File: src/rtl/pmt_pkg.sv
`timescale 1ns/1ps
package pmt_pkg;
   typedef enum logic {
      MEAS_PERIOD = 1'b0,
      MEAS_WIDTH  = 1'b1
   } meas_mode_e;

   typedef struct packed {
      meas_mode_e mode;
      logic       falling;
   } meas_cfg_t;
endpackage

File: src/rtl/pmt_edge.sv
`timescale 1ns/1ps
module pmt_edge
   import pmt_pkg::*;
#(
   parameter int SYNC_STAGES = 2
) (
   input  logic      clk_i,
   input  logic      rst_ni,
   input  logic      async_i,
   input  meas_cfg_t cfg_i,
   output logic      edge_o
);
   localparam int CHAIN_W = SYNC_STAGES + 1;

   // stages 0..SYNC_STAGES-1 synchronize, the last stage keeps the previous value
   logic [CHAIN_W-1:0] chain_q;
   logic               cur, prev, rise, fall;

   always_ff @(posedge clk_i or negedge rst_ni) begin
      if (!rst_ni) chain_q <= '0;
      else         chain_q <= {chain_q[CHAIN_W-2:0], async_i};
   end

   assign cur  = chain_q[SYNC_STAGES-1];
   assign prev = chain_q[SYNC_STAGES];
   assign rise = cur & ~prev;
   assign fall = ~cur & prev;

   generate
      if (SYNC_STAGES < 2) begin : g_bad_sync
         $error("pmt_edge: SYNC_STAGES must be at least 2");
      end
   endgenerate

   always_comb begin
      if (cfg_i.mode == MEAS_WIDTH) edge_o = rise | fall;
      else if (cfg_i.falling)       edge_o = fall;
      else                          edge_o = rise;
   end
endmodule

File: src/rtl/pmt_ctrl.sv
`timescale 1ns/1ps
module pmt_ctrl
   import pmt_pkg::*;
(
   input  logic      clk_i,
   input  logic      rst_ni,
   input  logic      tick_i,
   input  logic      start_we_i,
   input  logic      start_i,
   input  logic      cfg_we_i,
   input  meas_cfg_t cfg_i,
   input  logic      cfg_ovf_i,
   input  logic      ovf_evt_i,
   output logic      run_o,
   output logic      start_pulse_o,
   output meas_cfg_t cfg_o,
   output logic      flag_o
);
   logic      run_q, flag_q, armed_q, clr_req;
   meas_cfg_t cfg_q;

   assign start_pulse_o = start_we_i & start_i & ~run_q;
   assign clr_req       = cfg_we_i & ~cfg_ovf_i & run_q;

   always_ff @(posedge clk_i or negedge rst_ni) begin
      if (!rst_ni) begin
         run_q <= 1'b0;
         cfg_q <= '{mode: MEAS_PERIOD, falling: 1'b0};
      end else begin
         if (cfg_we_i && !run_q) cfg_q <= cfg_i;
         if (start_we_i)         run_q <= start_i;
      end
   end

   // armed: a tick has passed since the last overflow, so a clear may land
   always_ff @(posedge clk_i or negedge rst_ni) begin
      if (!rst_ni) begin
         flag_q  <= 1'b0;
         armed_q <= 1'b0;
      end else if (ovf_evt_i) begin
         flag_q  <= 1'b1;
         armed_q <= 1'b0;
      end else if (clr_req && armed_q) begin
         flag_q  <= 1'b0;
         armed_q <= 1'b0;
      end else if (flag_q && run_q && tick_i) begin
         armed_q <= 1'b1;
      end
   end

   assign run_o  = run_q;
   assign cfg_o  = cfg_q;
   assign flag_o = flag_q;

   assert_cfg_frozen_R2: assert property (@(posedge clk_i) disable iff (!rst_ni)
      run_q |=> $stable(cfg_q));
   assert_flag_set_R8: assert property (@(posedge clk_i) disable iff (!rst_ni)
      ovf_evt_i |=> flag_q);
   assert_flag_clear_R9: assert property (@(posedge clk_i) disable iff (!rst_ni)
      $fell(flag_q) |-> $past(cfg_we_i && !cfg_ovf_i && run_q));
endmodule

File: src/rtl/pmt_count.sv
`timescale 1ns/1ps
module pmt_count #(
   parameter int W = 16
) (
   input  logic         clk_i,
   input  logic         rst_ni,
   input  logic         run_i,
   input  logic         tick_i,
   input  logic         edge_i,
   input  logic         start_pulse_i,
   output logic         ovf_evt_o,
   output logic [W-1:0] cnt_o,
   output logic [W-1:0] cap_o,
   output logic         irq_o
);
   localparam logic [W-1:0] CNT_MAX = {W{1'b1}};

   logic [W-1:0] cnt_q, cap_q;
   logic         irq_q, seen_q, hit;

   assign hit       = run_i & edge_i;
   assign ovf_evt_o = run_i & tick_i & (cnt_q == CNT_MAX);

   always_ff @(posedge clk_i or negedge rst_ni) begin
      if (!rst_ni) begin
         cnt_q  <= '0;
         cap_q  <= '0;
         irq_q  <= 1'b0;
         seen_q <= 1'b0;
      end else begin
         irq_q <= (hit & seen_q) | ovf_evt_o;
         if (start_pulse_i)  seen_q <= 1'b0;
         else if (hit)       seen_q <= 1'b1;
         if (hit) begin
            cap_q <= cnt_q;
            cnt_q <= '0;
         end else if (run_i && tick_i) begin
            cnt_q <= cnt_q + 1'b1;
         end
      end
   end

   assign cnt_o = cnt_q;
   assign cap_o = cap_q;
   assign irq_o = irq_q;

   assert_hold_R3: assert property (@(posedge clk_i) disable iff (!rst_ni)
      (!run_i || (!tick_i && !edge_i)) |=> $stable(cnt_q));
   assert_restart_R4: assert property (@(posedge clk_i) disable iff (!rst_ni)
      hit |=> (cnt_q == '0));
   assert_irq_source_R4: assert property (@(posedge clk_i) disable iff (!rst_ni)
      irq_q |-> $past(run_i && (edge_i || tick_i)));
   assert_first_quiet_R7: assert property (@(posedge clk_i) disable iff (!rst_ni)
      (hit && !seen_q && !tick_i) |=> !irq_q);
   assert_coincide_R10: assert property (@(posedge clk_i) disable iff (!rst_ni)
      (hit && tick_i && cnt_q == CNT_MAX) |=> (irq_q && cap_q == CNT_MAX));
endmodule

File: src/rtl/pulse_capture_timer.sv
`timescale 1ns/1ps
module pulse_capture_timer
   import pmt_pkg::*;
#(
   parameter int W           = 16,
   parameter int SYNC_STAGES = 2
) (
   input  logic         clk_i,
   input  logic         rst_ni,
   input  logic         tick_i,
   input  logic         meas_i,
   input  logic         start_we_i,
   input  logic         start_i,
   input  logic         cfg_we_i,
   input  logic         cfg_width_i,
   input  logic         cfg_falling_i,
   input  logic         cfg_ovf_i,
   output logic         running_o,
   output logic         cfg_width_o,
   output logic         cfg_falling_o,
   output logic         ovf_flag_o,
   output logic [W-1:0] count_o,
   output logic [W-1:0] capture_o,
   output logic         irq_o
);
   generate
      if (W < 2) begin : g_bad_width
         $error("pulse_capture_timer: W must be at least 2");
      end
   endgenerate

   meas_cfg_t cfg_wr, cfg_cur;
   logic      run, start_pulse, edge_evt, ovf_evt;

   assign cfg_wr.mode    = cfg_width_i ? MEAS_WIDTH : MEAS_PERIOD;
   assign cfg_wr.falling = cfg_falling_i;

   pmt_ctrl u_ctrl (
      .clk_i, .rst_ni, .tick_i, .start_we_i, .start_i, .cfg_we_i,
      .cfg_i(cfg_wr), .cfg_ovf_i, .ovf_evt_i(ovf_evt),
      .run_o(run), .start_pulse_o(start_pulse), .cfg_o(cfg_cur), .flag_o(ovf_flag_o)
   );

   pmt_edge #(.SYNC_STAGES(SYNC_STAGES)) u_edge (
      .clk_i, .rst_ni, .async_i(meas_i), .cfg_i(cfg_cur), .edge_o(edge_evt)
   );

   pmt_count #(.W(W)) u_count (
      .clk_i, .rst_ni, .run_i(run), .tick_i, .edge_i(edge_evt),
      .start_pulse_i(start_pulse), .ovf_evt_o(ovf_evt),
      .cnt_o(count_o), .cap_o(capture_o), .irq_o
   );

   assign running_o     = run;
   assign cfg_width_o   = (cfg_cur.mode == MEAS_WIDTH);
   assign cfg_falling_o = cfg_cur.falling;
endmodule

File: config.mk
export PLATFORM = sky130hd
export DESIGN_NAME = pulse_capture_timer
export DESIGN_NICKNAME = d
export VERILOG_FILES = /design/src/rtl/pmt_pkg.sv /design/src/rtl/pmt_edge.sv /design/src/rtl/pmt_ctrl.sv /design/src/rtl/pmt_count.sv /design/src/rtl/pulse_capture_timer.sv
export SDC_FILE = /design/constraint.sdc
export NUM_CORES = 1
export LEC_CHECK = 0
export ABC_AREA = 1
export CAP_MARGIN = 20
export CORE_MARGIN = 5
export CORE_UTILIZATION = 49
export CTS_CLUSTER_SIZE = 28
export DETAILED_ROUTE_END_ITERATION = 10
export PLACE_DENSITY = 0.79
export SETUP_SLACK_MARGIN = 0.2
export SLEW_MARGIN = 10
export SYNTH_ARGS = -nofsm -noshare
export SYNTH_HDL_FRONTEND = slang
export SYNTH_SLANG_ARGS = --single-unit
File: constraint.sdc
create_clock -name clk_i -period 1.73 [get_ports clk_i]
set_clock_uncertainty 0.2 [all_clocks]
set_input_delay 0.346 -clock clk_i [delete_from_list [all_inputs] [get_ports clk_i]]
set_output_delay 0.346 -clock clk_i [all_outputs]
set_load 0.01 [all_outputs]
Word-level counts from Yosys, hierarchy flattened:

Index checks and enable logic that the tools add are counted.

* bits of input ports: 10
* register bits: 42
* logic and storage cells: 50
* output and inout bits: 37

* $add $sub $neg: 1
* reduce and logical (&&, ||, !) cells: 10
* eq/ne operators: 1
* muxes and demuxes: 12
* bitwise gates (word level): 16

Operators by type and width (number)
* $mux W16: 2
* $add A16 B1 Y16 const B: 1
* $eq A16 B16 Y1 const B: 1
* $and A1 B1 Y1: 10
* $mux W1: 10
* $reduce_bool A2 Y1: 3
* $logic_and A1 B1 Y1: 5
* $not A1 Y1: 4
* $reduce_bool A3 Y1: 1
* $or A1 B1 Y1: 2
* $logic_not A1 Y1: 1

Depth between registers and ports, before layout:

Gate-level depths: netlist (run 1).

* word-level depth: 7
* depth in mapped cells: 8
* depth with buffers taken out: 8

By module:

From an unflattened synthesis (run 1), not the netlist that was laid out.

* cell total of the unflattened synthesis: 235
* area, all modules: 1955.6 µm²

By module, submodules not included
* pmt_count: sequential area each 850.8 µm², area each 1587.8 µm², times used 1, cells an instance 190
* pmt_ctrl: sequential area each 125.1 µm², area each 222.7 µm², times used 1, cells an instance 29
* pmt_edge: sequential area each 75.1 µm², area each 145.1 µm², times used 1, cells an instance 16

Worst setup path before layout (run 1):

No wires, ideal clock.

* path type: register to register
* start: register u_edge.chain_q[1]
* end: register u_count.cnt_q[10] (netlist: u_count.cnt_o[10])
* path slack: 229 ps
* required time: 1411 ps
* setup time: 119 ps
* clock period less this slack: 1501 ps
* arrival: 1182 ps
* stages on the path, launching flop included: 8
* path buffers: 1
* cell sequence: dfrtp_1 inv_1 ha_1 a21oi_1 nand2_1 buf_2 o21ai_1 nor2_1

* longest elaborated chain between the ends: 6
* elaborated cells between the ends (all ways): 9

Ends and longest elaborated chain
* start, declared: line pmt_edge.sv:16 `logic [CHAIN_W-1:0] chain_q;`
* start signal, assigned: line pmt_edge.sv:21 `else chain_q <= {chain_q[CHAIN_W-2:0], async_i};`
* $not A1 Y1: line pmt_edge.sv:27 `assign fall = ~cur & prev;`
* $and A1 B1 Y1: line pmt_edge.sv:27
* $mux W1 / $or A1 B1 Y1 (equally long branches): line pmt_edge.sv:37, pmt_edge.sv:36
* $mux W1 *: line pmt_edge.sv:36 `if (cfg_i.mode == MEAS_WIDTH) edge_o = rise | fall;`
* $and A1 B1 Y1 *: line pmt_count.sv:21 `assign hit = run_i & edge_i;`
* $mux W16 / $reduce_bool A2 Y1 (equally long branches)
* end signal, assigned: line pmt_count.sv:38 `cnt_q <= cnt_q + 1'b1;`
* end, declared: line pmt_count.sv:18 `logic [W-1:0] cnt_q, cap_q;`

Mark *: on every way between the ends. The rest lies on a longest branch, timed or not.
A chain may end at the register's enable or synchronous reset.

Worst setup path after layout (run 1):

* start: register u_edge.chain_q[2]
* end: register u_count.cap_q[11] (netlist: u_count.cap_o[11])

* longest elaborated chain between the ends: 5
* elaborated cells between the ends (all ways): 7

Ends and longest elaborated chain
* $not A1 Y1: line pmt_edge.sv:26 `assign rise = cur & ~prev;`
* $and A1 B1 Y1: line pmt_edge.sv:26
* $mux W1 / $or A1 B1 Y1 (equally long branches): line pmt_edge.sv:37, pmt_edge.sv:36
* $mux W1 *: line pmt_edge.sv:36
* $and A1 B1 Y1 *: line pmt_count.sv:21
* end signal, assigned: line pmt_count.sv:35 `cap_q <= cnt_q;`
* end, declared: line pmt_count.sv:18

Marks and branches as above.

==> flow_summary_export.csv, run 1 <==
group,metric,value,unit
floorplanning,fp.dieW,72.45,um
logic_synthesis,synth_top_area_share,55.01,%
power,seqPwrFrac,43.4,%
global_routing,grt-ovfl-total,0,
placement,place.gp.congestion,0.9113,
detailed_routing,ant_nets,0,
setup_path,cp.arrival,1780,ps
clock_network,htreeDepth,2,
timing,max_slew_margin,81.43,%
min_path,hold_depth,0,
outcome,status,"finished with violations",
min_path,hp-start,"u_edge.chain_q[0]",
clock_network,root_buffer,"clkbuf_8",
logic_synthesis,synth_area_leaders,"dfrtp_1 55%, nand2_1 13%, nor2_1 7.1%",
placement,placed_area,2524,sq um
floorplanning,rows,22,
logic_synthesis,ys_seq_elements,42,
logic_synthesis,ys_types,21,
detailed_routing,viasPerCell,5.424,
clock_network,cts_tree,"done",
logic_synthesis,seq_area_frac_synth,55.01,%
power,switchingPower,701.7,uW
timing,setup_slack,-64.04,ps
logic_synthesis,syn_area_per_cell,8.165,sq um
setup_path,reg2reg_from,"u_edge.chain_q[2]",
detailed_routing,drc,0,
logic_synthesis,synthCells,234,
setup_path,critPathLaunchType,"flip-flop",
power,clkPwrFrac,30.2,%
cells_and_area,nNetsFinal,339,
timing,period_minus_slack,1794,ps
placement,portBuffers,46,
detailed_routing,wl_per_cell,17.56,um
cells_and_area,syn2layout_area_growth,62.02,%
floorplanning,start_util,51.41,%
setup_path,crit_fanout,6,
setup_path,reg2reg_to,"u_count.cap_o[11]",
setup_path,r2r_cells,8,
logic_synthesis,synth_top_area_cell,"dfrtp_1",
cells_and_area,design_area,3095,sq um
global_routing,grt_start_max_net_pins,43,
min_path,worst_hold_path_type,"flip-flop to flip-flop",
power,p_int,1.806,mW
timing,slew_viol_final,0,
power,p_per_area,810.2,nW/um^2
floorplanning,io_pins,47,
logic_synthesis,synth_commonest_cells,"68 x nand2_1, 42 x dfrtp_1, 36 x nor2_1",
outcome,violations,"negative setup slack",
logic_synthesis,synth-edff-count,0,
timing,finalSetupViolations,15,
timing,finalSetupTns,-531.8,ps
setup_path,critPathCaptureType,"flip-flop",
clock_network,clk_path_buf_depth,2,
setup_path,regToRegSetupSlack,-60,ps
timing,hold_violations,0,
detailed_routing,drt_iter0_markers,236,
logic_synthesis,synth_area,1911,sq um
power,power,2.508,mW
detailed_routing,vias,2034,
timing,worst_slew_pin_slew,277.3,ps
power,vdd_ir_drop_max,434.4,uV
logic_synthesis,synth.net_count,247,
logic_synthesis,synthFlopType,"dfrtp_1",
timing,rsz0062_at_grt,"true",
power,p_leak,1.526,nW
global_routing,grt_pass1_vias,2051,
detailed_routing,wirelength,6.585,mm
power,pwr-share-comb,26.4,%
min_path,worstHoldEndpoint,"u_edge.chain_q[1]",
clock_network,clk_latency,290,ps
cells_and_area,drive_above_1_share,31.50,%
placement,dpl_worst_slack,-83.69,ps
logic_synthesis,ys_warn_count,0,
logic_synthesis,yosysMostFrequentCell,"nand2_1",
run,max_cap_viol_count,0,
timing,fmax,557.4,MHz
global_routing,grt_use_total,23.87,%
global_routing,antenna_found_initial,0,
timing,timing.final.crit_share,103.7,%
cells_and_area,num_antenna_cells,0,
timing,whs,165.5,ps
clock_network,numClockSinks,42,
floorplanning,fp.coreArea,3716,sq um
clock_network,cts_buffers,5,
floorplanning,die-area,5248,sq um
detailed_routing,drt-pass1-iter-count,6,
global_routing,grt_first_pass_wirelength,9.653,mm
setup_path,critPathKind,"flip-flop to flip-flop",
power,swShare,27.98,%
clock_network,cts.clk_slew.worst_paths,80,ps
setup_path,required,1710,ps
floorplanning,die_y,72.45,um
placement,hpwl,3.360,mm
logic_synthesis,async_flop_share,100.0,%
flip-flops by register name, indices dropped and copies added (netlist names):
| name | count |
|---|---|
| u_ctrl.flag_o | 1 |
| u_ctrl.armed_q | 1 |
| u_count.seen_q | 1 |
| u_edge.chain_q | 3 |
| u_count.cnt_o | 16 |
| u_ctrl.run_o | 1 |
| u_ctrl.cfg_o | 2 |
| u_count.cap_o | 16 |
| u_count.irq_o | 1 |
worst max-delay path, stage by stage (launching register included):
cell and delay, ps:
dfrtp_1 380, buf_4 130, ha_1 280, a21oi_2 170
nand2_4 110, buf_12 160, buf_12 130, nand2_2 70
o21ai_2 60
layout by cell type (no fill, tap or decap), drive strengths merged, types with 3 or more instances in the layout:
cell and n:
nor2 42, dfrtp 42, ha 3, buf 43
o21ai 21, inv 26, a21oi 7, nand2 71
nor3 4, dlygate4sd2 13, nand3 8, clkbuf 7
clkdlybuf4s15 22, clkdlybuf4s50 8
worst max-delay path by stage:
stage	cells past startpoint	end	slack, ps	startpoint
floorplan	7	u_count.cnt_o[10]	230	u_edge.chain_q[1]
global placement	8	u_count.cnt_o[13]	-50	tick_i
detailed placement	8	u_count.cnt_o[13]	-80	tick_i
CTS	8	u_count.cap_o[12]	3	u_edge.chain_q[1]
global route	8	u_count.cap_o[4]	-120	u_edge.chain_q[2]
finish	8	u_count.cap_o[11]	-60	u_edge.chain_q[2]
logic make-up (layout without fill, tap and decap cells):
| kind of cell | Yosys count | count (layout) | share of synthesized area (%) |
|---|---|---|---|
| simple gates | 128 | 128 | 28.09 |
| flops | 42 | 42 | 55.01 |
| buf+inv | 30 | 123 | 6.156 |
| compound gates | 29 | 29 | 7.727 |
| fa+ha+maj | 3 | 3 | 1.965 |
| xor+xnor | 1 | 1 | 0.4585 |
| mux | 1 | 1 | 0.5893 |
final cells by class:
class / instances / area (sq um)
multi-input cells: 162 / 885.9
clock buffers: 5 / 68.82
repair buffers: 89 / 883.3
flip-flops and latches: 42 / 1055
clock inverters: 3 / 40.04
well taps: 48 / 60.06
fillers: 211 / 620.6
inverters: 26 / 102.6
repair_timing:
| action | 4_1_cts | 5_1_grt |
|---|---|---|
| endpoints found under the hold margin | 42 | 0 |
| setup buffers | 15 | 10 |
| resized for setup | 74 | 47 |
| cloned | 2 | 1 |
| endpoints found under the setup margin | 73 | 63 |
| hold buffers | 1 | 0 |
| pin swaps | 4 | 6 |
metal layers:
layer	vias to the layer above	GRT usage [%]	wire, um
met2	128	40.95	3321
met1	958	29.63	2429
met3	31	3.324	540
met5	-	0	0
li1	917	-	-
met4	0	11.27	293
through the flow:
stage,cells,util (%)
finish,375,83.30
global route,375,83.30
floorplan,234,-
CTS,364,77.85
detailed placement,338,67.91
global placement,338,67.91
power groups by stage:
stage	Sequential, mW	Combinational [mW]	Clock [mW]
floorplan	1.14	0.146	0
global placement	1.11	0.381	0
detailed placement	1.12	0.390	0
CTS	1.09	0.538	0.760
global route	1.10	0.704	0.787
finish	1.09	0.663	0.757
(Power assumes the default switching activity.)
==> run 2: changes to the inputs <==
Settings changed: CORE_MARGIN 5 to default.
==> flow_summary_export.csv, run 2 (synthesis results as in run 1) <==
group,metric,value,unit
floorplanning,fp.coreArea,3689,sq um
setup_path,crit_fanout,8,
floorplanning,rows,22,
detailed_routing,wl_per_cell,13.96,um
placement,portBuffers,46,
clock_network,clk_latency,300,ps
setup_path,max_stage_delay,380,ps
power,vdd_ir_drop_max,642.6,uV
detailed_routing,drt_iter0_markers,159,
floorplanning,fp.dieW,64.45,um
clock_network,root_buffer,"clkbuf_8",
global_routing,grt_pass1_vias,1743,
cells_and_area,nNetsFinal,330,
timing,max_slew_margin,83.10,%
min_path,worst_hold_path_type,"flip-flop to flip-flop",
cells_and_area,fill_cells,251,
timing,finalSetupViolations,0,
global_routing,grt_start_max_net_pins,43,
clock_network,cts_buffers,5,
timing,rsz0062_at_grt,"true",
floorplanning,die_y,64.45,um
timing,hold_violations,0,
power,p_leak,1.395,nW
clock_network,cts_tree,"done",
setup_path,reg2reg_from,"u_edge.chain_q[1]",
min_path,worstHoldEndpoint,"u_edge.chain_q[1]",
placement,place.gp.congestion,0.8440,
clock_network,cts.clk_slew.worst_paths,80,ps
timing,timing.final.crit_share,99.06,%
setup_path,r2r_cells,8,
setup_path,critPathKind,"flip-flop to flip-flop",
clock_network,clk_path_buf_depth,2,
cells_and_area,drive_above_1_share,25.47,%
global_routing,grt_first_pass_wirelength,7.817,mm
cells_and_area,final_util,78.22,%
clock_network,numClockSinks,42,
cells_and_area,design_area,2885,sq um
floorplanning,die-area,4153,sq um
placement,placed_area,2499,sq um
setup_path,critPathLaunchType,"flip-flop",
placement,dpl_worst_slack,-75.76,ps
timing,setup_slack,16.31,ps
timing,whs,163.9,ps
setup_path,cp_cell_sequence,"inv_1, ha_1, a21oi_2, nand2_2, buf_6, clkbuf_16, nand2_1, o21ai_1",
cells_and_area,num_antenna_cells,0,
detailed_routing,drc,0,
setup_path,slowest_stage,"dfrtp_1",
global_routing,grt-ovfl-total,0,
detailed_routing,wirelength,5.108,mm
detailed_routing,viasPerCell,5.085,
timing,period_minus_slack,1714,ps
detailed_routing,ant_nets,0,
global_routing,grt_use_total,25.25,%
cells_and_area,final_common_cell,"nand2_1",
setup_path,cp.arrival,1700,ps
timing,fmax,583.5,MHz
power,p_per_area,785.5,nW/um^2
timing,worst_slew_pin_slew,251.6,ps
floorplanning,start_util,51.80,%
placement,hpwl,2.944,mm
timing,slew_viol_final,0,
run,max_cap_viol_count,0,
detailed_routing,vias,1861,
floorplanning,io_pins,47,
setup_path,required,1720,ps
clock_network,htreeDepth,2,
cells_and_area,syn2layout_area_growth,51.02,%
detailed_routing,drt-pass1-iter-count,4,
timing,finalSetupTns,0,ps
setup_path,critPathCaptureType,"flip-flop",
min_path,hp-start,"u_edge.chain_q[0]",
global_routing,antenna_found_initial,0,
cells_and_area,final_cell_mix,"63 x nand2_1, 38 x dfrtp_1, 34 x nor2_1, 27 x clkdlybuf4s15_1, 25 x buf_4",
setup_path,regToRegSetupSlack,20,ps
outcome,status,"completed",
min_path,hold_depth,0,
setup_path,reg2reg_to,"u_count.cap_o[3]",
## run 2: layer usage
layer,global-route usage [%],up-vias,part of all wire [%]
met4,14.44,0,2.2
met3,4.754,13,6.9
met1,32.40,875,41
met5,0,-,0
met2,40.00,73,50
li1,-,900,-
## run 2: worst max-delay path: cells and delay by family, from the launching register on
family,cells,cell delay (ps)
AOI/OAI and AO/OA,2,210
adders and majority gates,1,300
buffers and inverters,3,340
DFF,1,380
and+or+nand+nor,2,160
## run 2: report_power, final
group / leakage (nW) / total [mW] / switching [mW] / internal (mW)
sequential: 0.559 / 1.09 / 0.0457 / 1.05
combinational: 0.789 / 0.502 / 0.260 / 0.243
clock: 0.0472 / 0.671 / 0.350 / 0.321
total: 1.40 / 2.27 / 0.655 / 1.61
## run 2: worst max-delay path by stage
stage	startpoint	endpoint
after global placement	tick_i	u_count.cnt_o[15]
after floorplan	u_edge.chain_q[1]	u_count.cnt_o[10]
after global routing	u_edge.chain_q[1]	u_count.cap_o[3]
after CTS	u_edge.chain_q[1]	u_count.cap_o[8]
after detailed placement	tick_i	u_count.cnt_o[15]
final	u_edge.chain_q[1]	u_count.cap_o[3]
## run 2: cell type report
class	instances	area (sq um)	share of cell area, %
Tap cell	48	60.06	2.082
Clock inverter	2	12.51	0.4337
Clock buffer	6	82.58	2.862
Inverter	26	100.1	3.469
Sequential cell	42	1056	36.60
Timing Repair Buffer	80	747.0	25.89
Multi-Input combinational cell	162	827.0	28.66
## run 2: what timing repair did
item                                    in CTS  in global routing
pin swaps                                    1                  2
gates cloned                                 0                  2
hold endpoints to repair                    42                  0
setup buffers                               16                  6
gates resized for setup                     55                 47
hold buffers                                 1                  0
endpoints found under the setup margin      69                 63
## run 2: per-stage QoR
| step | power (mW) | instances |
|---|---|---|
| CTS | 2.173 | 358 |
| global placement | 1.496 | 333 |
| detailed placement | 1.505 | 333 |
| global route | 2.367 | 366 |
| floorplan | 1.287 | 234 |
| finish | 2.266 | 366 |
==> run 3: changes to the inputs <==
Settings changed: ABC_CLOCK_PERIOD_IN_PS from default to 1730, CTS_CLUSTER_SIZE 28 to 20.
==> results of run 3 <==
The final DEF is identical to that of run 2; final timing and power are the same.
